$ cat src/rtl/rtc_pkg.sv
package rtc_pkg;
  typedef enum logic [1:0] {
    ST_IDLE = 2'd0,
    ST_PRE  = 2'd1,
    ST_POST = 2'd2,
    ST_DONE = 2'd3
  } cap_st_e;
endpackage

$ cat src/rtl/rtc_trig.sv
module rtc_trig #(
  parameter int DW = 8
) (
  input  logic          clk,
  input  logic          rst_n,
  input  logic [DW-1:0] smp_i,
  input  logic          edge_i,
  input  logic          src_pat_i,
  input  logic          fall_i,
  input  logic [DW-1:0] pat_i,
  input  logic [DW-1:0] mask_i,
  output logic          trig_o
);
  logic edge_q, hit_q, hit, edge_ev, pat_ev;

  always_comb begin
    hit     = (((smp_i ^ pat_i) & ~mask_i) == '0);
    edge_ev = fall_i ? (edge_q & ~edge_i) : (edge_i & ~edge_q);
    pat_ev  = hit & ~hit_q;
    trig_o  = src_pat_i ? pat_ev : edge_ev;
  end

  always_ff @(posedge clk or negedge rst_n) begin
    if (!rst_n) begin
      edge_q <= 1'b0;
      hit_q  <= 1'b0;
    end else begin
      edge_q <= edge_i;
      hit_q  <= hit;
    end
  end

  // with steady compare settings a pattern event never lasts two cycles
  a_r5_single_pulse: assert property (@(posedge clk) disable iff (!rst_n)
    (src_pat_i && trig_o) ##1 (src_pat_i && $stable(pat_i) && $stable(mask_i))
      |-> !trig_o);

  // an edge event means the line differs from its previous level
  a_r4_edge_change: assert property (@(posedge clk) disable iff (!rst_n)
    (!src_pat_i && trig_o) |-> (edge_i != edge_q));
endmodule

$ cat src/rtl/rtc_buf.sv
module rtc_buf #(
  parameter int DW    = 8,
  parameter int DEPTH = 16,
  parameter int AW    = $clog2(DEPTH)
) (
  input  logic          clk,
  input  logic          we_i,
  input  logic [AW-1:0] waddr_i,
  input  logic [DW-1:0] wdata_i,
  input  logic [AW-1:0] raddr_i,
  output logic [DW-1:0] rdata_o
);
  logic [DW-1:0] mem [DEPTH];

  always_ff @(posedge clk) begin
    if (we_i) mem[waddr_i] <= wdata_i;
  end

  always_ff @(posedge clk) begin
    rdata_o <= mem[raddr_i];
  end
endmodule

$ cat src/rtl/rtc_ctrl.sv
module rtc_ctrl
  import rtc_pkg::*;
#(
  parameter int AW = 4,
  parameter int LW = 5
) (
  input  logic          clk,
  input  logic          rst_n,
  input  logic          start_i,
  input  logic          trig_i,
  input  logic [LW-1:0] len_i,
  input  logic [LW-1:0] pre_i,
  output logic          we_o,
  output logic [AW-1:0] waddr_o,
  output logic          done_o,
  output logic [AW-1:0] trig_addr_o,
  output logic [AW-1:0] first_addr_o
);
  cap_st_e       st_q, st_n;
  logic [LW-1:0] wptr_q, wptr_n, wcnt_q, wcnt_n, pcnt_q, pcnt_n;
  logic [LW-1:0] len_q, pre_q, post_q;
  logic [LW-1:0] trig_a_q, first_a_q, wptr_inc, first_calc;
  logic          cfg_ld, acc;

  always_comb begin
    wptr_inc   = (wptr_q + 1'b1 == len_q) ? '0 : wptr_q + 1'b1;
    first_calc = (wptr_q >= pre_q) ? (wptr_q - pre_q) : (wptr_q + len_q - pre_q);
    st_n   = st_q;
    wptr_n = wptr_q;
    wcnt_n = wcnt_q;
    pcnt_n = pcnt_q;
    we_o   = 1'b0;
    cfg_ld = 1'b0;
    acc    = 1'b0;
    unique case (st_q)
      ST_IDLE, ST_DONE: begin
        if (start_i) begin
          st_n   = ST_PRE;
          wptr_n = '0;
          wcnt_n = '0;
          pcnt_n = '0;
          cfg_ld = 1'b1;
        end
      end
      ST_PRE: begin
        if (trig_i && (wcnt_q >= pre_q)) begin
          acc = 1'b1;
          if (post_q == '0) begin
            st_n = ST_DONE;
          end else begin
            we_o   = 1'b1;
            wptr_n = wptr_inc;
            pcnt_n = LW'(1);
            st_n   = (post_q == LW'(1)) ? ST_DONE : ST_POST;
          end
        end else begin
          we_o   = 1'b1;
          wptr_n = wptr_inc;
          if (wcnt_q != len_q) wcnt_n = wcnt_q + 1'b1;
        end
      end
      ST_POST: begin
        we_o   = 1'b1;
        wptr_n = wptr_inc;
        pcnt_n = pcnt_q + 1'b1;
        if (pcnt_q + 1'b1 == post_q) st_n = ST_DONE;
      end
      default: st_n = ST_IDLE;
    endcase
  end

  always_ff @(posedge clk or negedge rst_n) begin
    if (!rst_n) begin
      st_q   <= ST_IDLE;
      wptr_q <= '0;
      wcnt_q <= '0;
      pcnt_q <= '0;
    end else begin
      st_q   <= st_n;
      wptr_q <= wptr_n;
      wcnt_q <= wcnt_n;
      pcnt_q <= pcnt_n;
    end
  end

  always_ff @(posedge clk or negedge rst_n) begin
    if (!rst_n) begin
      len_q  <= '0;
      pre_q  <= '0;
      post_q <= '0;
    end else if (cfg_ld) begin
      len_q  <= len_i;
      pre_q  <= pre_i;
      post_q <= len_i - pre_i;
    end
  end

  always_ff @(posedge clk or negedge rst_n) begin
    if (!rst_n) begin
      trig_a_q  <= '0;
      first_a_q <= '0;
    end else if (acc) begin
      trig_a_q  <= wptr_q;
      first_a_q <= first_calc;
    end
  end

  assign waddr_o      = wptr_q[AW-1:0];
  assign done_o       = (st_q == ST_DONE);
  assign trig_addr_o  = trig_a_q[AW-1:0];
  assign first_addr_o = first_a_q[AW-1:0];

  a_r2_wptr_range: assert property (@(posedge clk) disable iff (!rst_n)
    (st_q != ST_IDLE) |-> (wptr_q < len_q));

  a_r3_hold_pre: assert property (@(posedge clk) disable iff (!rst_n)
    (st_q == ST_PRE && wcnt_q < pre_q) |=> (st_q == ST_PRE));

  a_r6_post_bound: assert property (@(posedge clk) disable iff (!rst_n)
    (st_q == ST_POST) |-> (pcnt_q < post_q));

  a_r7_done_hold: assert property (@(posedge clk) disable iff (!rst_n)
    (done_o && !start_i) |=> (done_o && $stable(trig_addr_o) && $stable(first_addr_o)));

  a_r7_no_write_done: assert property (@(posedge clk) disable iff (!rst_n)
    done_o |-> !we_o);

  a_r8_first_range: assert property (@(posedge clk) disable iff (!rst_n)
    done_o |-> (first_a_q < len_q && trig_a_q < len_q));

  a_r9_start_ignored: assert property (@(posedge clk) disable iff (!rst_n)
    (st_q == ST_POST && start_i) |=> (st_q == ST_POST || st_q == ST_DONE));
endmodule

$ cat src/rtl/ref_trig_capture.sv
module ref_trig_capture #(
  parameter int DW    = 8,
  parameter int DEPTH = 16,
  localparam int AW   = $clog2(DEPTH),
  localparam int LW   = $clog2(DEPTH + 1)
) (
  input  logic          clk,
  input  logic          rst_n,
  input  logic [DW-1:0] smp_i,
  input  logic          start_i,
  input  logic          ref_edge_i,
  input  logic          cfg_src_pat_i,
  input  logic          cfg_fall_i,
  input  logic [DW-1:0] cfg_pat_i,
  input  logic [DW-1:0] cfg_mask_i,
  input  logic [LW-1:0] cfg_len_i,
  input  logic [LW-1:0] cfg_pre_i,
  input  logic [AW-1:0] rd_addr_i,
  output logic [DW-1:0] rd_data_o,
  output logic          done_o,
  output logic [AW-1:0] trig_addr_o,
  output logic [AW-1:0] first_addr_o
);
  logic          ref_ev, we;
  logic [AW-1:0] waddr;

  rtc_trig #(.DW(DW)) u_trig (
    .clk(clk), .rst_n(rst_n), .smp_i(smp_i), .edge_i(ref_edge_i),
    .src_pat_i(cfg_src_pat_i), .fall_i(cfg_fall_i), .pat_i(cfg_pat_i),
    .mask_i(cfg_mask_i), .trig_o(ref_ev)
  );

  rtc_ctrl #(.AW(AW), .LW(LW)) u_ctrl (
    .clk(clk), .rst_n(rst_n), .start_i(start_i), .trig_i(ref_ev),
    .len_i(cfg_len_i), .pre_i(cfg_pre_i), .we_o(we), .waddr_o(waddr),
    .done_o(done_o), .trig_addr_o(trig_addr_o), .first_addr_o(first_addr_o)
  );

  rtc_buf #(.DW(DW), .DEPTH(DEPTH), .AW(AW)) u_buf (
    .clk(clk), .we_i(we), .waddr_i(waddr), .wdata_i(smp_i),
    .raddr_i(rd_addr_i), .rdata_o(rd_data_o)
  );
endmodule

$ cat config.mk
export PLATFORM = sky130hd
export DESIGN_NAME = ref_trig_capture
export DESIGN_NICKNAME = d
export VERILOG_FILES = /design/src/rtl/rtc_pkg.sv /design/src/rtl/rtc_trig.sv /design/src/rtl/rtc_buf.sv /design/src/rtl/rtc_ctrl.sv /design/src/rtl/ref_trig_capture.sv
export SDC_FILE = /design/constraint.sdc
export NUM_CORES = 1
export LEC_CHECK = 0
export BUFFER_PORTS_ARGS = -buffer_cell sky130_fd_sc_hd__buf_4
export CORE_MARGIN = 10
export CORE_UTILIZATION = 40
export CTS_BUF_LIST = sky130_fd_sc_hd__clkbuf_8
export DETAILED_ROUTE_END_ITERATION = 6
export GPL_ROUTABILITY_DRIVEN = 0
export PLACE_DENSITY = 0.61
export RECOVER_POWER = 25
export SYNTH_ARGS = -nofsm -noshare
export SYNTH_HDL_FRONTEND = slang
export SYNTH_SLANG_ARGS = --single-unit
$ cat constraint.sdc
create_clock -name clk -period 4.5 [get_ports clk]
set_input_delay 0.45 -clock clk [delete_from_list [all_inputs] [get_ports clk]]
set_output_delay 0.45 -clock clk [all_outputs]
set_load 0.05 [all_outputs]
# [Word-level counts from Yosys, hierarchy flattened]
# Memory sizes are Yosys's and may differ from the RTL's. A register that Yosys moved wholly into a read port is not among the register bits.
# Cells that the tools add are included.
[totals] ramBits=128 memories=1 reg_bits=42 out_inout_bits=17
[op_classes] n_reduce_logical=10 n_addsub=7 eq_ne=14 n_bitwise=9 magnitude_cmp=2 mux=29
[memory_table] memory="u_buf.mem" words=16 word_bits=8 read_ports=1 rd_clocked_by_memory_dff=1 write_ports=1 line_no="rtc_buf.sv:13" source="logic [DW-1:0] mem [DEPTH];"
[op_table] op="2-to-1 mux 5 bit" count=8
[op_table] op="one-hot mux 5 bit (3 select lines)" count=2
[op_table] op="adder 5 x 1 -> 5 bit (second input constant)" count=3
[op_table] op="2-to-1 mux 1 bit" count=11
[op_table] op="== test 5 bit" count=2
[op_table] op="greater-or-equal comparator 5 bit" count=2
[op_table] op="one-hot mux 5 bit (2 select lines)" count=1
[op_table] op="AND 8 bit" count=1
[op_table] op="logical NOT 8 bit" count=1
[op_table] op="2-to-1 mux 2 bit" count=4
[op_table] op="NOT 8 bit" count=1
[op_table] op="subtractor 4 bit" count=2
[op_table] op="XOR 8 bit" count=1
[op_table] op="!= test 2 x 1 -> 1 bit (second input constant)" count=3
[op_table] op="!= test 2 bit (second input constant)" count=3
[op_table] op="one-hot mux 2 bit (3 select lines)" count=1
[op_table] op="AND reduction 3 bit" count=2
[op_table] op="== test 5 x 1 -> 1 bit (second input constant)" count=1
[op_table] op="logical NOT 5 bit" count=1
[op_table] op="!= test 5 bit" count=1
[op_table] op="subtractor 5 bit" count=1
[op_table] op="adder 4 bit" count=1
[op_table] op="== test 2 bit (second input constant)" count=2
[op_table] op="2-to-1 mux 4 bit" count=1
[op_table] op="other kinds (11)" count=15

# [Depth between registers and ports, before layout]
[logic_depth] word_depth=10 ltp_mapped=10 depth_no_buf=10

# [Cells and area by module]
# A second synthesis with hierarchy kept.
[unflattened] hier_cells=564 area_unflattened_um2=8296.7
[by_module_without_submodules] mod="rtc_buf" cells_per_inst=229 instances=1 area_each_um2=5147.4 seq_area_each_um2=4003.8
[by_module_without_submodules] mod="rtc_ctrl" cells_per_inst=314 instances=1 area_each_um2=2960.3 seq_area_each_um2=1001.0
[by_module_without_submodules] mod="rtc_trig" cells_per_inst=21 instances=1 area_each_um2=188.9 seq_area_each_um2=50.0

# [Worst setup path after synthesis]
# No wires, ideal clock.
[synth_timing] path_kind="register to register" from="register u_ctrl.pre_q[2]" to="memory u_buf.mem[10][0] (enable)" path_buffers=0 required_time_ns=4.130 path_stages_with_launch=10 setup_slack_ns=1.818 arrival_ns=2.312 cell_sequence="dfrtp_1 -> inv_1 -> ha_1 -> a21oi_1 -> o21ai_1 -> a31oi_2 -> inv_2 -> a31oi_1 -> o211ai_1 -> nor2_1"
[synth_between] elab_chain_len=6
[synth_lines] element="from (decl)" line_no="rtc_ctrl.sv:21" source="logic [LW-1:0] len_q, pre_q, post_q;"
[synth_lines] element="from (signal assigned)" line_no="rtc_ctrl.sv:93" source="pre_q <= pre_i;"
[synth_lines] element="greater-or-equal comparator 5 bit" line_no="rtc_ctrl.sv:46" source="if (trig_i && (wcnt_q >= pre_q)) begin"
[synth_lines] element="logical AND 1 bit" line_no="rtc_ctrl.sv:46"
[synth_lines] element="2-to-1 mux 1 bit" line_no="rtc_ctrl.sv:46"
[synth_lines] element="one-hot mux 1 bit (2 select lines)" line_no="rtc_ctrl.sv:35" source="unique case (st_q)"
[synth_lines] element="2-to-1 mux 1 bit" line_no="rtc_buf.sv:16" source="if (we_i) mem[waddr_i] <= wdata_i;"
[synth_lines] element="2-to-1 mux 1 bit (implied by the code)" line_no="rtc_buf.sv:16"
[synth_lines] element="to (decl)" line_no="rtc_buf.sv:13"
# No other way between the ends.

# [Worst setup path in the final report]
[layout_timing] from="register u_ctrl.pre_q[2]" to="memory u_buf.mem[8][5] (enable)"
# Same word-level chain as after synthesis.

==> impl_metrics.env <==
export IMPL_max_stage_delay_ns=0.60
export IMPL_timing_hold_violations_final=0
export IMPL_final_net_count=654
export IMPL_dp_cells=824
export IMPL_pin_count=61
export IMPL_grt_pass1_wl_um=28400
export IMPL_cts_inserted_buffers=17
export IMPL_cts_setup_buffers=0
export IMPL_wl_per_cell_um=21.1
export IMPL_status="complete, no violations"
export IMPL_slowest_stage="nor2_1"
export IMPL_cts_hold_buf=1
export IMPL_switching_share=0.375
export IMPL_h_tree_depth=4
export IMPL_vias_per_cell=5.31
export IMPL_clk_path_buf_depth=2
export IMPL_arrival_ns=3.46
export IMPL_drt_iter0_drc=287
export IMPL_port_buffers=60
export IMPL_dpl_cell_area_um2=8740
export IMPL_clkPwrFrac=0.211
export IMPL_fmax_ghz=0.296
export IMPL_rsz0062_at_grt="no"
export IMPL_slew_headroom=0.265
export IMPL_hp_class="in -> reg"
export IMPL_antenna_found_initial=0
export IMPL_tritoncts="done"
export IMPL_cp_required_ns=4.59
export IMPL_tns_ns=0
export IMPL_cp_depth=9
export IMPL_power_switching_mw=1.93
export IMPL_fin_area_um2=9110
export IMPL_post_cts_resized=0
export IMPL_setup_viol=0
export IMPL_p_int_mw=3.21
export IMPL_cts_sinks=178
export IMPL_worst_r2r_path_depth=9
export IMPL_antenna_cells=0
export IMPL_grt_max_degree=43
export IMPL_dp_hpwl_um=12900
export IMPL_vias=4551
export IMPL_insertion_delay_ns=0.46
export IMPL_critPathCaptureType="flop"
export IMPL_ir_drop_v=0.000530
export IMPL_clockRootBuffer="clkbuf_8"
export IMPL_hold_path_depth=1
export IMPL_synth_nets=590
export IMPL_ys_types=53
export IMPL_area_growth_pct=13.6
export IMPL_grt_usage=0.142
export IMPL_synth_area_um2=8030
export IMPL_synth_edf_count=128
export IMPL_drt_total_wl_um=18100
export IMPL_pwr_share_comb=0.368
export IMPL_period_minus_slack_ns=3.37
export IMPL_slew_viol_final=0
export IMPL_first_pass_iters=5
export IMPL_critPathKind="reg -> reg"
export IMPL_powerDensity_nw_per_um2=564
export IMPL_path_cells="inv_1 > ha_1 > a21oi_1 > o21ai_1 > a31oi_2 > inv_2 > a31oi_1 > o211ai_1 > nor2_1"
export IMPL_critPathBufInv=2
export IMPL_die_w_um=162
export IMPL_critPathLaunchType="flop"
export IMPL_final_layout_size_suffix_gt1_frac=0.238
export IMPL_crit_family="compound AO/OA/AOI/OAI gates"
export IMPL_worst_pin_slew_ns=1.10
export IMPL_crit_fanout=8
export IMPL_finClkSkew_ns=0.0196
export IMPL_fill_cells=1701
export IMPL_overflow=0
export IMPL_seqPwrFrac=0.421
export IMPL_synth_flop_cell="edfxtp_1"
export IMPL_ant_nets=0
export IMPL_final_cell_count_no_fill=857
export IMPL_die_area_um2=26100
export IMPL_post_route_period_util=0.750
export IMPL_p_leak_nw=3.41
export IMPL_drc_errors=0
export IMPL_max_cap_viol_count=0
export IMPL_syn_inst=515
export IMPL_core_area_um2=19600
export IMPL_fp_dieH_um=162
export IMPL_final_core_util=0.465
export IMPL_initial_core_util=0.410
export IMPL_ys_async_sr_fraction=0.236
export IMPL_ys_warn_count=0
export IMPL_clk_pin_slew_ns=0.10
export IMPL_p_total_mw=5.14
export IMPL_rows=51
export IMPL_grt_pass1_vias=4829
export IMPL_synth_seq_cells=178
export IMPL_synth_avg_cell_area_um2=15.6
export IMPL_seq_area_frac_synth=0.630
power by group through the flow:
stage	Sequential, mW	Combinational [mW]	Clock (mW)
after detailed placement	2.20	1.91	0
after global routing	2.20	2.10	1.18
after global placement	2.20	1.88	0
final	2.16	1.89	1.08
after floorplan	2.26	1.32	0
after CTS	2.17	1.92	1.11
routing by layer:
metal | vias up | track usage | part of all wire
met4 | 0 | 0.0294 | 0.0066
met2 | 136 | 0.234 | 0.50
met3 | 9 | 0.0372 | 0.053
met5 | - | 0 | 0
li1 | 2080 | - | -
met1 | 2326 | 0.184 | 0.44
final cells by class:
cell class / count / area (um^2) / share of cell area
Inverter: 31 / 116 / 0.0128
Tap cell: 265 / 332 / 0.0364
Sequential cell: 178 / 5050 / 0.555
Multi-Input combinational cell: 290 / 2790 / 0.306
Timing Repair Buffer: 61 / 427 / 0.0468
Clock buffer: 17 / 234 / 0.0257
Clock inverter: 15 / 161 / 0.0177
state kept, by name, indices dropped and copies added (netlist names):
register / count
u_buf.mem: 128
u_buf.rdata_o: 8
u_ctrl.pre_q: 5
u_ctrl.first_a_q: 4
u_ctrl.pcnt_q: 5
u_ctrl.len_q: 5
u_trig.hit_q: 1
u_ctrl.st_q: 2
u_ctrl.wptr_q: 5
u_ctrl.trig_a_q: 4
u_ctrl.wcnt_q: 5
u_ctrl.post_q: 5
u_trig.edge_q: 1
stage by stage:
stage | setup WS (ns) | hold WS (ns)
finish | 1.13 | 0.138
global route | 0.920 | 0.107
CTS | 1.12 | 0.0889
detailed placement | 1.12 | 0.483
global placement | 1.19 | 0.481
floorplan | 1.82 | 0.154
cells in the final DEF (no fill, tap or decap), types with 3 or more instances in the layout:
cell type and n:
nor3_1 4, mux2_1 7, edfxtp_1 128, o21ai_2 3, o21ai_1 13, inv_1 29, mux2_2 5, buf_4 51
inv_6 5, mux4_2 40, nand3_1 11, nand2b_1 9, nor2b_1 3, a21oi_1 12, dfrtp_1 42, ha_1 26
dfxtp_1 8, clkbuf_1 9, inv_8 3, o22ai_1 7, nand2_1 24, nor4_1 3, o21ai_0 13, nor2_1 24
mux2i_1 4, fa_1 5, a21o_1 9, xnor2_1 24, xor2_1 14, clkbuf_8 17
synth_stat cells (all sizes together), types with 5 or more instances:
cell | instances | area, um^2
edfxtp | 128 | 3840
dfrtp | 42 | 1050
mux4 | 40 | 901
inv | 31 | 116
o21ai | 29 | 156
ha | 26 | 325
nand2 | 25 | 96.4
nor2 | 25 | 96.4
xnor2 | 24 | 210
xor2 | 14 | 123
a21oi | 12 | 60.1
mux2 | 12 | 135
nand3 | 11 | 55.1
clkbuf | 10 | 37.5
a21o | 9 | 67.6
nand2b | 9 | 56.3
dfxtp | 8 | 160
o22ai | 7 | 43.8
buf | 6 | 27.5
fa | 5 | 100
nor3 | 5 | 30.0
cells by family (layout without fill, tap and decap cells):
family,after synthesis,in the layout,share of synthesized area
buf+inv,47,124,0.0226
compound gates,74,74,0.0625
mux,56,56,0.134
xor+xnor,38,38,0.0415
fa+ha+maj,31,31,0.0530
simple gates,91,91,0.0566
flops,178,178,0.630
final timing paths:
path,from,endpoint,slack [ns]
setup / recovery,u_ctrl.pre_q[2],u_buf.mem[8][5],1.13
hold reg to reg,u_ctrl.trig_a_q[2],u_ctrl.trig_a_q[2],0.51
setup reg to reg,u_ctrl.pre_q[2],u_buf.mem[8][5],1.13
hold / removal,ref_edge_i,u_trig.edge_q,0.14
min in group asynchronous,rst_n,u_ctrl.post_q[3],0.52
max in group asynchronous,rst_n,u_ctrl.trig_a_q[3],3.60
worst reg2reg max path, cell delays in order, from the launching register on:
cell,delay [ns]
dfrtp_1,0.40
inv_1,0.08
ha_1,0.31
a21oi_1,0.12
o21ai_1,0.09
a31oi_2,0.48
inv_2,0.11
a31oi_1,0.56
o211ai_1,0.25
nor2_1,0.60
No activity file was read; power rests on OpenSTA's default activity.
